**src/rtl/adc_seq_pkg.sv**
```systemverilog
package adc_seq_pkg;
  typedef enum logic [1:0] {
    ST_IDLE = 2'd0,
    ST_SAMP = 2'd1,
    ST_CONV = 2'd2
  } seq_st_e;
endpackage

```
**src/rtl/adc_seq_pend.sv**
```systemverilog
// Per-slot request latch with overflow detection.
module adc_seq_pend #(
  parameter int NSLOT = 16,
  parameter int NSRC  = 8,
  parameter int SRW   = 3
) (
  input  logic             clk,
  input  logic             rst,
  input  logic [NSRC-1:0]  trig_in,
  input  logic [SRW-1:0]   src_sel [NSLOT],
  input  logic [NSLOT-1:0] take_vec,
  input  logic [NSLOT-1:0] ovf_clr,
  output logic [NSLOT-1:0] pend,
  output logic [NSLOT-1:0] ovf
);
  for (genvar g = 0; g < NSLOT; g++) begin : g_slot
    logic hit;
    assign hit = trig_in[src_sel[g]];
    always_ff @(posedge clk) begin
      if (rst) begin
        pend[g] <= 1'b0;
        ovf[g]  <= 1'b0;
      end else begin
        // a new trigger wins over the clear issued at window start
        pend[g] <= (pend[g] & ~take_vec[g]) | hit;
        if (ovf_clr[g]) ovf[g] <= 1'b0;
        else if (hit && pend[g] && !take_vec[g]) ovf[g] <= 1'b1;
      end
    end
  end
endmodule

```
**src/rtl/adc_seq_arb.sv**
```systemverilog
// Combinational pick: priority group first, then round-robin group.
module adc_seq_arb #(
  parameter int NSLOT = 16,
  parameter int SLW   = 4
) (
  input  logic [NSLOT-1:0] pend,
  input  logic [SLW:0]     bound,
  input  logic [SLW-1:0]   rr_last,
  output logic             found,
  output logic [SLW-1:0]   idx,
  output logic             is_hi
);
  logic           hi_f, rr_f;
  logic [SLW-1:0] hi_i, rr_i;

  always_comb begin
    hi_f = 1'b0;
    hi_i = '0;
    for (int i = NSLOT - 1; i >= 0; i--) begin
      if (pend[i] && (i < int'(bound))) begin
        hi_f = 1'b1;
        hi_i = SLW'(i);
      end
    end
    rr_f = 1'b0;
    rr_i = '0;
    for (int k = NSLOT; k >= 1; k--) begin
      int j;
      j = int'(rr_last) + k;
      if (j >= NSLOT) j = j - NSLOT;
      if (pend[j] && (j >= int'(bound))) begin
        rr_f = 1'b1;
        rr_i = SLW'(j);
      end
    end
    found = hi_f | rr_f;
    is_hi = hi_f;
    idx   = hi_f ? hi_i : rr_i;
  end
endmodule

```
**src/rtl/adc_seq_ctrl.sv**
```systemverilog
// Window / conversion timing of the serviced slot.
module adc_seq_ctrl
  import adc_seq_pkg::*;
#(
  parameter int SLW       = 4,
  parameter int CHW       = 4,
  parameter int WW        = 6,
  parameter int CONV_CLKS = 13,
  parameter int CNTW      = 6
) (
  input  logic           clk,
  input  logic           rst,
  input  logic           found,
  input  logic [SLW-1:0] pick_idx,
  input  logic           pick_hi,
  input  logic [CHW-1:0] pick_chan,
  input  logic [WW-1:0]  pick_win,
  output logic           take,
  output logic           soc_now,
  output logic           eoc_now,
  output logic           sample,
  output logic           soc,
  output logic [CHW-1:0] chan,
  output logic [SLW-1:0] cur_slot,
  output logic           cur_hi
);
  seq_st_e         st;
  logic [CNTW-1:0] cnt;

  assign take    = found && (st == ST_IDLE);
  assign soc_now = (st == ST_SAMP) && (cnt == '0);
  assign eoc_now = (st == ST_CONV) && (cnt == '0);

  always_ff @(posedge clk) begin
    if (rst) begin
      st       <= ST_IDLE;
      cnt      <= '0;
      sample   <= 1'b0;
      soc      <= 1'b0;
      chan     <= '0;
      cur_slot <= '0;
      cur_hi   <= 1'b0;
    end else begin
      soc <= soc_now;
      case (st)
        ST_IDLE: if (take) begin
          st       <= ST_SAMP;
          cnt      <= CNTW'(pick_win);
          sample   <= 1'b1;
          chan     <= pick_chan;
          cur_slot <= pick_idx;
          cur_hi   <= pick_hi;
        end
        ST_SAMP: if (cnt == '0) begin
          st     <= ST_CONV;
          cnt    <= CNTW'(CONV_CLKS - 1);
          sample <= 1'b0;
        end else begin
          cnt <= cnt - 1'b1;
        end
        ST_CONV: if (cnt == '0) st <= ST_IDLE;
                 else cnt <= cnt - 1'b1;
        default: st <= ST_IDLE;
      endcase
    end
  end
endmodule

```
**src/rtl/adc_seq_top.sv**
```systemverilog
module adc_seq_top #(
  parameter int NSLOT     = 16,
  parameter int NSRC      = 8,
  parameter int NCH       = 16,
  parameter int WW        = 6,
  parameter int CONV_CLKS = 13,
  parameter int DW        = 12,
  parameter int NIRQ      = 9
) (
  input  logic                     clk,
  input  logic                     rst,
  input  logic                     cfg_we,
  input  logic [$clog2(NSLOT)-1:0] cfg_slot,
  input  logic [$clog2(NSRC)-1:0]  cfg_src,
  input  logic [$clog2(NCH)-1:0]   cfg_chan,
  input  logic [WW-1:0]            cfg_win,
  input  logic                     irq_cfg_we,
  input  logic [$clog2(NIRQ)-1:0]  irq_cfg_line,
  input  logic [$clog2(NSLOT)-1:0] irq_cfg_slot,
  input  logic                     irq_cfg_en,
  input  logic                     irq_cfg_early,
  input  logic [$clog2(NSLOT):0]   prio_bound,
  input  logic [NSRC-1:0]          trig_in,
  output logic [$clog2(NCH)-1:0]   adc_chan,
  output logic                     adc_sample,
  output logic                     adc_soc,
  input  logic [DW-1:0]            adc_data,
  input  logic [$clog2(NSLOT)-1:0] rd_addr,
  output logic [DW-1:0]            rd_data,
  output logic [NIRQ-1:0]          irq_out,
  output logic [NSLOT-1:0]         ovf_out
);
  localparam int SLW  = $clog2(NSLOT);
  localparam int SRW  = $clog2(NSRC);
  localparam int CHW  = $clog2(NCH);
  localparam int CCW  = $clog2(CONV_CLKS);
  localparam int CNTW = (WW > CCW) ? WW : CCW;

  logic [SRW-1:0] src_q  [NSLOT];
  logic [CHW-1:0] chan_q [NSLOT];
  logic [WW-1:0]  win_q  [NSLOT];
  logic           ie_q   [NIRQ];
  logic           iery_q [NIRQ];
  logic [SLW-1:0] isl_q  [NIRQ];
  logic [DW-1:0]  res_mem [NSLOT];

  logic [NSLOT-1:0] pend, take_vec, ovf_clr;
  logic             found, is_hi, take, soc_now, eoc_now, cur_hi;
  logic [SLW-1:0]   win_idx, cur_slot, rr_last;

  always_ff @(posedge clk) begin
    if (rst) begin
      for (int s = 0; s < NSLOT; s++) begin
        src_q[s]  <= '0;
        chan_q[s] <= '0;
        win_q[s]  <= '0;
      end
      for (int q = 0; q < NIRQ; q++) begin
        ie_q[q]   <= 1'b0;
        iery_q[q] <= 1'b0;
        isl_q[q]  <= '0;
      end
    end else begin
      if (cfg_we) begin
        src_q[cfg_slot]  <= cfg_src;
        chan_q[cfg_slot] <= cfg_chan;
        win_q[cfg_slot]  <= cfg_win;
      end
      if (irq_cfg_we && (int'(irq_cfg_line) < NIRQ)) begin
        ie_q[irq_cfg_line]   <= irq_cfg_en;
        iery_q[irq_cfg_line] <= irq_cfg_early;
        isl_q[irq_cfg_line]  <= irq_cfg_slot;
      end
    end
  end

  assign take_vec = take ? (NSLOT'(1) << win_idx) : '0;
  assign ovf_clr  = cfg_we ? (NSLOT'(1) << cfg_slot) : '0;

  adc_seq_pend #(.NSLOT(NSLOT), .NSRC(NSRC), .SRW(SRW)) u_pend (
    .clk(clk), .rst(rst), .trig_in(trig_in), .src_sel(src_q),
    .take_vec(take_vec), .ovf_clr(ovf_clr), .pend(pend), .ovf(ovf_out)
  );

  adc_seq_arb #(.NSLOT(NSLOT), .SLW(SLW)) u_arb (
    .pend(pend), .bound(prio_bound), .rr_last(rr_last),
    .found(found), .idx(win_idx), .is_hi(is_hi)
  );

  adc_seq_ctrl #(.SLW(SLW), .CHW(CHW), .WW(WW), .CONV_CLKS(CONV_CLKS), .CNTW(CNTW)) u_ctrl (
    .clk(clk), .rst(rst), .found(found), .pick_idx(win_idx), .pick_hi(is_hi),
    .pick_chan(chan_q[win_idx]), .pick_win(win_q[win_idx]),
    .take(take), .soc_now(soc_now), .eoc_now(eoc_now),
    .sample(adc_sample), .soc(adc_soc), .chan(adc_chan),
    .cur_slot(cur_slot), .cur_hi(cur_hi)
  );

  // round-robin pointer follows only the round-robin group
  always_ff @(posedge clk) begin
    if (rst) rr_last <= SLW'(NSLOT - 1);
    else if (eoc_now && !cur_hi) rr_last <= cur_slot;
  end

  // result store: one write port, one registered read port
  always_ff @(posedge clk) begin
    if (eoc_now) res_mem[cur_slot] <= adc_data;
  end
  always_ff @(posedge clk) begin
    rd_data <= res_mem[rd_addr];
  end

  always_ff @(posedge clk) begin
    if (rst) irq_out <= '0;
    else begin
      for (int q = 0; q < NIRQ; q++)
        irq_out[q] <= ie_q[q] && (isl_q[q] == cur_slot) &&
                      (iery_q[q] ? soc_now : eoc_now);
    end
  end
endmodule

```
**config.mk**
```make
export PLATFORM = sky130hd
export DESIGN_NAME = adc_seq_top
export DESIGN_NICKNAME = d
export VERILOG_FILES = /design/src/rtl/adc_seq_pkg.sv /design/src/rtl/adc_seq_pend.sv /design/src/rtl/adc_seq_arb.sv /design/src/rtl/adc_seq_ctrl.sv /design/src/rtl/adc_seq_top.sv
export SDC_FILE = /design/constraint.sdc
export NUM_CORES = 1
export LEC_CHECK = 0
export ABC_CLOCK_PERIOD_IN_PS = 10300
export BUFFER_PORTS_ARGS = -buffer_cell sky130_fd_sc_hd__buf_2
export CAP_MARGIN = 20
export CORE_ASPECT_RATIO = 1.4
export CORE_MARGIN = 10
export CORE_UTILIZATION = 51
export DETAILED_ROUTE_END_ITERATION = 8
export GPL_TIMING_DRIVEN = 0
export HOLD_SLACK_MARGIN = 0.03
export PLACE_DENSITY_LB_ADDON = 0.3
export SYNTH_ARGS = -nofsm -noshare
export SYNTH_HDL_FRONTEND = slang
export SYNTH_SLANG_ARGS = --single-unit
```
**constraint.sdc**
```tcl
create_clock -name clk -period 10.3 [get_ports clk]
set_input_delay 2.06 -clock clk [delete_from_list [all_inputs] [get_ports clk]]
set_output_delay 2.06 -clock clk [all_outputs]
set_load 0.02 [all_outputs]
```
==> run metrics, run 1 <==
outcome=finished clean; Max Cap Viol=0; register area share after synthesis=54.27%; Power Density=182.7 mW/mm2; Die Height=292.4 um; clock root buffer=clkbuf_16; Routed Antenna Nets=0; die area=0.06275 mm2; synthesized area per cell=12.68 um2; H-tree depth=2; overall routing resource usage=23.80%; via/cell ratio=6.075; leakage power=11.02 nW; DPL Wire Length=57.01 mm; Initial DRT Pass Iterations=5; port bufs=94; Placeable Area=0.05227 mm2; Seq cells post-synth=530; Clock transition at path regs=0.06 ns; Worst IR Drop VDD=0.1283 mV; 1st-iter DRT viols=1610; Worst Path Required=10.85 ns; chip width=214.6 um; final wirelength=76.35 mm; clk buf depth=3; drt wl/cell=25.07 um; Cell variety after synth=95; final setup fails=0; r2r worst-path depth=20; hold path depth=2; Clock Latency Late Sink=0.61 ns; Slew HR=29.26%; total grt overflow=0; cts bufs inserted=49; largest net degree at the start of global routing=18; Mapped Cells=2133; setup TNS=0 ns; Slew @ Worst Pin=1.051 ns; clk_skew=0.03329 ns; Final min period=7.012 ns; Final period util=68.08%; GPL Wtd Cong=0.9705; filler cell count=4306; nets=2426; Max stage delay on crit path=0.55 ns; vias in the first global route=18989; DR vias=18505; Crit Path Class=in2reg; setup bufs post-CTS=0; Yosys warning count=0; Area Growth Syn to Fin=11.92%; worst endpoint data arrival time=7.56 ns; number of remaining DRC errors=0; worst-path maximum fanout=17; RSZ-0062 raised after global routing=no; share of layout cells above drive strength 1=18.04%; crit-path cells=buf_2 > clkbuf_1 > buf_2 > inv_1 > ha_1 > a21o_1 > a31oi_1 > nor2_1 > nor4_1 > nand2b_1 > a221oi_1 > a21boi_2 > clkinv_1 > clkbuf_1 > nand2_1 > a32oi_1 > nand3_1 > nand3_1; CP Capture Type=flop; post_cts resized=0; Async SR Flop Fraction=0%; first-pass GRT wire length=115.4 mm; Hold Path Class=reg2reg; Hold Fails Final Rpt=0; final core utilization=57.89%; startpoint types=input port; Pins Over Slew Limit=0; num rows=99; Ports=103; initial antenna violation count=0; Starting Density=51.72%; Peak Freq=142.6 MHz; Reg area=0.01467 mm2; Synth Flop Type=edfxtp_1; number of inserted diodes=0; slowest CP cell=clkbuf_1; CTS sink cnt=530; CTS tree=done; EDFF count, synth=406; CTS Hold Bufs=0; Post-Syn Area=0.02704 mm2; multi-input logic area=0.01148 mm2
worst max-delay path, delay by kind of cell:
| family | cells | cell delay (ns) |
|---|---|---|
| adders and majority gates | 1 | 0.44 |
| and+or+nand+nor | 6 | 1.17 |
| buffers and inverters | 6 | 2.31 |
| AOI/OAI and AO/OA | 5 | 1.56 |
sequential cells by signal, summed over array words and instances (netlist names):
register,cells
u_ctrl.cur_slot,4
res_mem,192
isl_q,36
u_pend.ovf,16
rr_last,4
chan_q,64
u_ctrl.cnt,6
u_ctrl.chan,4
rd_data,12
irq_out,9
u_ctrl.st,2
u_ctrl.sample,1
iery_q,9
u_ctrl.cur_hi,1
win_q,96
u_ctrl.soc,1
src_q,48
u_pend.pend,16
ie_q,9
synthesized netlist by cell type (11+ instances only):
cell type  count  area, um2
buf_2         18      90.09
mux2i_1       77      770.7
and2_1       228       1426
edfxtp_1     406      12190
o21a_1        20      150.1
o21ai_0       52      260.3
or2_2         18      112.6
a31oi_1       15      93.84
inv_1         67      251.5
nand3_1       39      195.2
nand4b_1      11      96.34
mux4_2       127       2860
nor2_1       132      495.5
xnor2_1       11      96.34
xor2_1        32      280.3
a211oi_1      14      105.1
a32oi_1       20      175.2
a22o_1        50      437.9
ha_1          66      825.8
mux2_2        20      225.2
nand2b_1      17      106.4
a21o_1        11      82.58
nor2b_1       11      68.82
buf_1         11      41.29
nand2_1      127      476.7
clkbuf_1      96      360.4
nor3_1        38      190.2
a21oi_1       85      425.4
dfxtp_1      124       2482
stage by stage:
step	power [mW]	setup WS, ns	hold WS, ns	std cells	cell area (um2)
6_report	5.527	3.288	0.4465	3046	30260
5_1_grt	5.720	3.052	0.4780	3046	30260
4_1_cts	5.537	3.376	0.4517	3045	30250
3_5_place_dp	3.709	2.766	0.4383	2955	28610
3_3_place_gp	3.682	2.790	0.4380	2939	28410
2_1_floorplan	3.305	4.429	0.4587	2138	27060
area by class of cell:
class | count | share of cell area (%)
sequential | 530 | 48.49
multi-input combinational | 1394 | 37.93
clock buffer | 65 | 4.350
tap | 707 | 2.923
timing repair buffer | 111 | 2.187
buffer | 139 | 2.130
clock inverter | 25 | 1.059
inverter | 75 | 0.9304
final timing paths:
kind	to	slack [ns]	start
worst min register to register	u_pend.ovf[1]$_SDFFE_PP0P_	0.45	u_pend.ovf[1]$_SDFFE_PP0P_
worst min-delay path	u_pend.ovf[1]$_SDFFE_PP0P_	0.45	u_pend.ovf[1]$_SDFFE_PP0P_
worst max-delay path	u_ctrl.chan[3]$_SDFFE_PP0P_	3.29	prio_bound[4]
worst max register to register	u_pend.ovf[12]$_SDFFE_PP0P_	3.29	rr_last[2]$_SDFFE_PP1P_
logic make-up (layout without fill, tap and decap cells):
logic type | Yosys count | count (layout) | share of synthesized area (%)
and+or+nand+nor | 681 | 681 | 13.38
DFF | 530 | 530 | 54.27
AOI/OAI and AO/OA | 366 | 366 | 9.691
muxes | 226 | 226 | 14.46
buffers and inverters | 214 | 415 | 3.425
adders and majority gates | 66 | 66 | 3.054
xor gates and xnor gates | 48 | 48 | 1.694
other | 2 | 7 | 0.02778
power breakdown:
part / total, mW / internal (mW) / switching (mW)
Clock: 1.85 / 1.04 / 0.807
Combinational: 1.24 / 0.444 / 0.791
Sequential: 2.45 / 2.40 / 0.0513
cell usage in the layout, fill, tap and decap left out, drive strengths merged, types with 75 or more instances in the layout:
master,instances
buf,154
and2,229
mux2i,77
nor2,137
dfxtp,124
mux4,129
a21oi,88
clkbuf,161
inv,75
edfxtp,406
nand2,127
per-layer routing:
metal	vias up	global-route usage (%)	wire length, um
met5	-	0	0
met4	0	12.61	4252
met3	213	3.053	4177
met2	759	44.59	40710
met1	9208	25.66	27220
li1	8325	-	-
Note: power is estimated with default switching activity, not from simulation.
==> run 2: changes to the inputs <==
--- a/config.mk
+++ b/config.mk
@@ -5,7 +5,7 @@
 export SDC_FILE = /design/constraint.sdc
 export NUM_CORES = 1
 export LEC_CHECK = 0
-export ABC_CLOCK_PERIOD_IN_PS = 10300
+export ABC_CLOCK_PERIOD_IN_PS = 6650
 export BUFFER_PORTS_ARGS = -buffer_cell sky130_fd_sc_hd__buf_2
 export CAP_MARGIN = 20
 export CORE_ASPECT_RATIO = 1.4
==> constraint.sdc (replaced) <==
create_clock -name clk -period 6.65 [get_ports clk]
set_input_delay 1.33 -clock clk [delete_from_list [all_inputs] [get_ports clk]]
set_output_delay 1.33 -clock clk [all_outputs]
set_load 0.02 [all_outputs]
==> run metrics, run 2 (synthesis gave the netlist of run 1 again) <==
Hold Path Class=reg2reg (unchanged); largest net degree at the start of global routing=18 (unchanged); critical path's top delay family=compound AO/OA/AOI/OAI gates (was buffers and inverters); via/cell ratio=6.076 (was 6.075); first-pass GRT wire length=115.4 mm (unchanged); Placeable Area=0.05227 mm2 (unchanged); vias in the first global route=18991 (was 18989); CTS sink cnt=530 (unchanged); Starting Density=51.72% (unchanged); leakage power=11.03 nW (was 11.02 nW); Pins Over Slew Limit=0 (unchanged); drt wl/cell=25.13 um (was 25.07 um); number of remaining DRC errors=0 (unchanged); RSZ-0062 raised after global routing=no (unchanged); CP Depth=20 (was 18); slowest CP cell=a2111oi_0 (was clkbuf_1); nets=2427 (was 2426); Placed Instance Area=0.02861 mm2 (unchanged); Max stage delay on crit path=0.65 ns (was 0.55 ns); CTS tree=done (unchanged); Clock transition at path regs=0.07 ns (was 0.06 ns); r2r setup slk=0.28 ns (was 3.29 ns); die area=0.06275 mm2 (unchanged); clock root buffer=clkbuf_16 (unchanged); Slew HR=28.32% (was 29.26%); CP bufs+invs=6 (unchanged); DR vias=18514 (was 18505); DPL Wire Length=57.01 mm (unchanged); 1st-iter DRT viols=1561 (was 1610); Initial DRT Pass Iterations=5 (unchanged); outcome=finished clean (unchanged); Largest Register=res_mem (unchanged); Pwr Total=8.570 mW (was 5.527 mW); multi-input logic area=0.01150 mm2 (was 0.01148 mm2); combinational share of power=22.4% (was 22.3%); Slew @ Worst Pin=1.065 ns (was 1.051 ns); Die Height=292.4 um (unchanged); final setup fails=0 (unchanged); placed insts=2955 (unchanged); Final min period=6.373 ns; final core utilization=57.96% (was 57.89%); Int Pwr=6.009 mW (was 3.877 mW); final wirelength=76.56 mm (was 76.35 mm); Crit Reg-Reg Startpoint=rr_last[1]$_SDFFE_PP1P_ (was rr_last[2]$_SDFFE_PP1P_); Hold Fails Final Rpt=0 (unchanged); Min Hold Slack=0.4467 ns (was 0.4465 ns); CP Capture Type=flop (unchanged); Ports=103 (unchanged); Reg power frac=44.2% (was 44.3%); num rows=99 (unchanged); most frequent cells in the layout=406 x edfxtp_1, 228 x and2_1, 132 x nor2_1, 127 x nand2_1, 127 x mux4_2 (unchanged); Clock Latency Late Sink=0.61 ns (about the same); fin worst setup slack=0.2766 ns (was 3.288 ns); Routed Antenna Nets=0 (unchanged); total grt overflow=0 (unchanged); port bufs=94 (unchanged); initial antenna violation count=0 (unchanged); Final period util=95.84%; H-tree depth=2 (unchanged); clk buf depth=3 (unchanged); cts bufs inserted=49 (unchanged); worst endpoint data arrival time=6.85 ns (was 7.56 ns); Peak Freq=156.9 MHz; switch share=29.88% (was 29.85%); Worst Path Required=7.12 ns (was 10.85 ns); worst-path maximum fanout=14 (was 17); filler cell count=4301 (was 4306); commonest non-fill, non-tap cell in the layout=edfxtp_1 (unchanged); share of layout cells above drive strength 1=18.38% (was 18.04%); Largest register FFs=192 (unchanged); net switching power=2.561 mW (was 1.650 mW); Reg area=0.01468 mm2 (was 0.01467 mm2); number of inserted diodes=0 (unchanged); finished layout cell area=0.03030 mm2 (was 0.03026 mm2); Critical Path Sink=u_ctrl.cnt[2]$_SDFFE_PP0P_ (was u_ctrl.chan[3]$_SDFFE_PP0P_); R2R Path End=u_ctrl.cnt[2]$_SDFFE_PP0P_ (was u_pend.ovf[12]$_SDFFE_PP0P_); Post-Layout Cell Count=3047 (was 3046); Max Cap Viol=0 (unchanged); CP startpoint=rr_last[1]$_SDFFE_PP1P_ (was prio_bound[4]); Crit Path Class=reg2reg (was in2reg); Worst IR Drop VDD=0.1986 mV (was 0.1283 mV); chip width=214.6 um (unchanged); clk_skew=0.03203 ns (was 0.03329 ns); setup TNS=0 ns (unchanged); Top Registers=res_mem (192), win_q (96), chan_q (64) (unchanged); Power Density=282.9 mW/mm2 (was 182.7 mW/mm2); pre-CTS WS=-0.2217 ns (was 2.766 ns); startpoint types=flop (was input port); overall routing resource usage=23.80% (about the same); CTS Hold Bufs=0 (unchanged); Clock power frac=33.4% (about the same); r2r worst-path depth=20 (unchanged); crit-path cells=buf_2 > buf_4 > inv_2 > ha_2 > buf_2 > inv_1 > ha_1 > nor2b_1 > a221o_1 > a41o_1 > and2_1 > o21ai_0 > o211ai_1 > nand4b_1 > a21boi_2 > clkinvlp_4 > a2111oi_0 > nor2_1 > o21ai_1 > a21oi_1 (was buf_2 > clkbuf_1 > buf_2 > inv_1 > ha_1 > a21o_1 > a31oi_1 > nor2_1 > nor4_1 > nand2b_1 > a221oi_1 > a21boi_2 > clkinv_1 > clkbuf_1 > nand2_1 > a32oi_1 > nand3_1 > nand3_1); GPL Wtd Cong=0.9705 (unchanged); Crit path top cell by count=buf_2; Area Growth Syn to Fin=12.05% (was 11.92%)
-- run 2: worst register-to-register path: cells and delay by family (launching register included) --
kind,cells,cell delay (ns)
DFF,1,0.59
and+or+nand+nor,4,0.62
AOI/OAI and AO/OA,8,2.39
adders and majority gates,2,0.87
buffers and inverters,6,1.80
-- run 2: worst min path at each step --
| stage | start | to | slack, ns | depth (start not counted) |
|---|---|---|---|---|
| after floorplan | src_q[38]$_SDFFE_PP0P_ | src_q[38]$_SDFFE_PP0P_ | 0.46 | 1 |
| after global placement | u_pend.ovf[1]$_SDFFE_PP0P_ | u_pend.ovf[1]$_SDFFE_PP0P_ | 0.44 | 2 |
| after detailed placement | u_pend.ovf[1]$_SDFFE_PP0P_ | u_pend.ovf[1]$_SDFFE_PP0P_ | 0.44 | 2 |
| after CTS | u_pend.ovf[1]$_SDFFE_PP0P_ | u_pend.ovf[1]$_SDFFE_PP0P_ | 0.45 | 2 |
| after global routing | u_pend.ovf[13]$_SDFFE_PP0P_ | u_pend.ovf[13]$_SDFFE_PP0P_ | 0.48 | 1 |
| final | u_pend.ovf[1]$_SDFFE_PP0P_ | u_pend.ovf[1]$_SDFFE_PP0P_ | 0.45 | 2 |
-- run 2: repair_timing --
item,CTS,global route
gates resized for setup,3,4
pin swaps,1,1
endpoints found under the hold margin,0,0
setup buffers,0,1
endpoints found under the setup margin,23,34
-- run 2: final cells by class --
type,count,share of cell area (%)
clock inverter,25,1.057
clock buffer,65,4.345
inverter,75,0.9416
multi-input combinational,1394,37.95
tap,707,2.920
sequential,530,48.44
buffer,139,2.131
timing repair buffer,112,2.210
-- run 2: routing by layer --
metal	GRT usage [%]	part of all wire (%)
met4	12.67	5.5
met3	3.053	5.6
met1	25.64	35
met5	0	0
met2	44.59	53
-- run 2: power by group through the flow --
| stage | logic (mW) | clock network [mW] | registers (mW) |
|---|---|---|---|
| floorplan | 1.25 | 0 | 3.87 |
| global placement | 1.85 | 0 | 3.85 |
| detailed placement | 1.88 | 0 | 3.86 |
| CTS | 1.90 | 2.89 | 3.79 |
| global route | 2.06 | 3.01 | 3.80 |
| finish | 1.92 | 2.86 | 3.79 |
==> run 3: changes to the inputs <==
--- a/config.mk
+++ b/config.mk
@@ -8,7 +8,6 @@
 export ABC_CLOCK_PERIOD_IN_PS = 6650
 export BUFFER_PORTS_ARGS = -buffer_cell sky130_fd_sc_hd__buf_2
 export CAP_MARGIN = 20
-export CORE_ASPECT_RATIO = 1.4
 export CORE_MARGIN = 10
 export CORE_UTILIZATION = 51
 export DETAILED_ROUTE_END_ITERATION = 8
==> run metrics, run 3 (synthesis gave the netlist of run 1 again) <==
Largest Register=res_mem (unchanged); Area Growth Syn to Fin=12.55% (was 12.05%); worst endpoint data arrival time=6.96 ns (was 6.85 ns); crit-path cells=buf_6 > buf_4 > buf_2 > inv_1 > ha_1 > buf_2 > inv_1 > ha_1 > a21oi_1 > o21ai_0 > a221o_1 > o211a_1 > a311oi_1 > o31ai_1 > a31oi_1 > o31ai_4 > buf_4 > buf_4 > nor2_2 > nand3_1 > a41oi_1 > a211oi_1 (was buf_2 > buf_4 > inv_2 > ha_2 > buf_2 > inv_1 > ha_1 > nor2b_1 > a221o_1 > a41o_1 > and2_1 > o21ai_0 > o211ai_1 > nand4b_1 > a21boi_2 > clkinvlp_4 > a2111oi_0 > nor2_1 > o21ai_1 > a21oi_1); Max stage delay on crit path=0.57 ns (was 0.65 ns); via/cell ratio=6.161 (was 6.076); share of layout cells above drive strength 1=18.59% (was 18.38%); r2r setup slk=0.15 ns (was 0.28 ns); Ports=103 (unchanged); Worst IR Drop VDD=0.2079 mV (was 0.1986 mV); Peak Freq=153.9 MHz (was 156.9 MHz); leakage power=11.13 nW (was 11.03 nW); CTS Hold Bufs=0 (unchanged); Crit Reg-Reg Startpoint=rr_last[2]$_SDFFE_PP1P_ (was rr_last[1]$_SDFFE_PP1P_); overall routing resource usage=23.70% (was 23.80%); WHS Endpoint=u_pend.ovf[1]$_SDFFE_PP0P_ (unchanged); drt wl/cell=25.06 um (was 25.13 um); number of inserted diodes=0 (unchanged); startpoint types=flop (unchanged); commonest non-fill, non-tap cell in the layout=edfxtp_1 (unchanged); CP bufs+invs=8 (was 6); Final min period=6.498 ns (was 6.373 ns); clk_skew=0.01990 ns (was 0.03203 ns); die area=0.06262 mm2 (was 0.06275 mm2); CTS tree=done (unchanged); Slew HR=31.62% (was 28.32%); Crit path top cell by count=buf_4 (was buf_2); port bufs=94 (unchanged); Clock transition at path regs=0.06 ns (was 0.07 ns); Slew @ Worst Pin=1.026 ns (was 1.065 ns); Final period util=97.72% (was 95.84%); initial antenna violation count=0 (unchanged); first-pass GRT wire length=115.6 mm (was 115.4 mm); clock root buffer=clkbuf_16 (unchanged); Clock Latency Late Sink=0.60 ns (was 0.61 ns); worst-path maximum fanout=10 (was 14); finished layout cell area=0.03043 mm2 (was 0.03030 mm2); nets=2433 (was 2427); RSZ-0062 raised after global routing=no (unchanged); final setup fails=0 (unchanged); placed insts=2935 (was 2955); Power Density=288.2 mW/mm2 (was 282.9 mW/mm2); most frequent cells in the layout=406 x edfxtp_1, 228 x and2_1, 130 x nor2_1, 127 x nand2_1, 127 x mux4_2 (was 406 x edfxtp_1, 228 x and2_1, 132 x nor2_1, 127 x nand2_1, 127 x mux4_2); Pins Over Slew Limit=0 (unchanged); Hold Fails Final Rpt=0 (unchanged); Max Cap Viol=0 (unchanged); vias in the first global route=18968 (was 18991); number of remaining DRC errors=0 (unchanged); clk buf depth=3 (unchanged); critical path's top delay family=compound AO/OA/AOI/OAI gates (unchanged); Placeable Area=0.05255 mm2 (was 0.05227 mm2); r2r worst-path depth=22 (was 20); total grt overflow=0 (unchanged); DR vias=18722 (was 18514); R2R Path End=u_ctrl.cnt[4]$_SDFFE_PP0P_ (was u_ctrl.cnt[2]$_SDFFE_PP0P_); largest net degree at the start of global routing=18 (unchanged); Die Height=250.2 um (was 292.4 um); Post-Layout Cell Count=3039 (was 3047); Starting Density=51.45% (was 51.72%); Worst Path Required=7.11 ns (was 7.12 ns); CP Capture Type=flop (unchanged); hold path depth=2 (unchanged); Hold Path Class=reg2reg (unchanged); Placed Instance Area=0.02859 mm2 (was 0.02861 mm2); DPL Wire Length=54.96 mm (was 57.01 mm); CTS sink cnt=530 (unchanged); slowest CP cell=dfxtp_1 (was a2111oi_0); Largest register FFs=192 (unchanged); 1st-iter DRT viols=1745 (was 1561); GPL Wtd Cong=0.9751 (was 0.9705); H-tree depth=2 (unchanged); num rows=84 (was 99); Routed Antenna Nets=0 (unchanged); outcome=finished clean (unchanged); Crit Path Class=reg2reg (unchanged); Hold Path Origin=u_pend.ovf[1]$_SDFFE_PP0P_ (unchanged); cts bufs inserted=53 (was 49); chip width=250.2 um (was 214.6 um); final wirelength=76.15 mm (was 76.56 mm); Top Registers=res_mem (192), win_q (96), chan_q (64) (unchanged); Pwr Total=8.770 mW (was 8.570 mW); Initial DRT Pass Iterations=5 (unchanged)
run 3: where the power goes:
group	switching (mW)	internal, mW	total [mW]
Clock	1.26	1.76	3.02
Sequential	0.0777	3.71	3.79
Combinational	1.26	0.699	1.96
Total	2.60	6.17	8.77
run 3: worst register-to-register path, stage by stage, from the launching register on:
cell and delay, ns:
dfxtp_1 0.57, buf_6 0.24, buf_4 0.22, buf_2 0.31, inv_1 0.29, ha_1 0.49
buf_2 0.34, inv_1 0.21, ha_1 0.33, a21oi_1 0.12, o21ai_0 0.13, a221o_1 0.39
o211a_1 0.24, a311oi_1 0.48, o31ai_1 0.20, a31oi_1 0.30, o31ai_4 0.07, buf_4 0.18
buf_4 0.19, nor2_2 0.41, nand3_1 0.26, a41oi_1 0.27, a211oi_1 0.10
run 3: worst max path at each step:
stage                                        from  slack [ns]  depth (start not counted)                     endpoint
final                     rr_last[2]$_SDFFE_PP1P_        0.15                         22   u_ctrl.cnt[4]$_SDFFE_PP0P_
after global routing      rr_last[2]$_SDFFE_PP1P_       0.006                         22   u_ctrl.cnt[4]$_SDFFE_PP0P_
after CTS                 rr_last[2]$_SDFFE_PP1P_        0.01                         21   u_ctrl.cnt[4]$_SDFFE_PP0P_
after detailed placement            prio_bound[4]       -0.17                         18  u_ctrl.chan[0]$_SDFFE_PP0P_
after global placement    rr_last[0]$_SDFFE_PP1P_       -0.14                         21   u_ctrl.cnt[2]$_SDFFE_PP0P_
after floorplan                     prio_bound[2]        1.51                         19   u_ctrl.cnt[2]$_SDFFE_PP0P_
run 3: metal layers:
| metal | part of all wire [%] | vias up | global-route usage, % |
|---|---|---|---|
| met5 | 0 | - | 0 |
| met4 | 2.9 | 0 | 8.399 |
| met3 | 7.6 | 126 | 3.820 |
| met2 | 50 | 849 | 40.12 |
| met1 | 40 | 9386 | 30.32 |
| li1 | - | 8361 | - |
run 3: final cells by class:
cell class | count | area [um2]
Buffer | 139 | 646.9
Clock buffer | 72 | 1490
Clock inverter | 27 | 257.7
Fill cell | 4189 | 22120
Inverter | 75 | 282.8
Multi-Input combinational cell | 1394 | 11510
Sequential cell | 530 | 14670
Tap cell | 688 | 860.8
Timing Repair Buffer | 114 | 706.9
run 3: metrics by stage:
stage | hold WS [ns] | utilization, % | setup WS [ns] | setup TNS (ns)
2_1_floorplan | 0.4587 | - | 1.509 | 0
3_3_place_gp | 0.4383 | 54.02 | -0.1428 | -0.3189
3_5_place_dp | 0.4494 | 54.40 | -0.1710 | -0.5223
4_1_cts | 0.4652 | 57.74 | 0.01087 | 0
5_1_grt | 0.4856 | 57.90 | 0.006196 | 0
6_report | 0.4642 | 57.90 | 0.1517 | 0
run 3: repair_timing:
action,in CTS,in global routing
buffers inserted,0,2
gates resized for setup,2,9
endpoints found under the hold margin,0,0
pin swaps,0,1
setup endpoints to repair,2,32
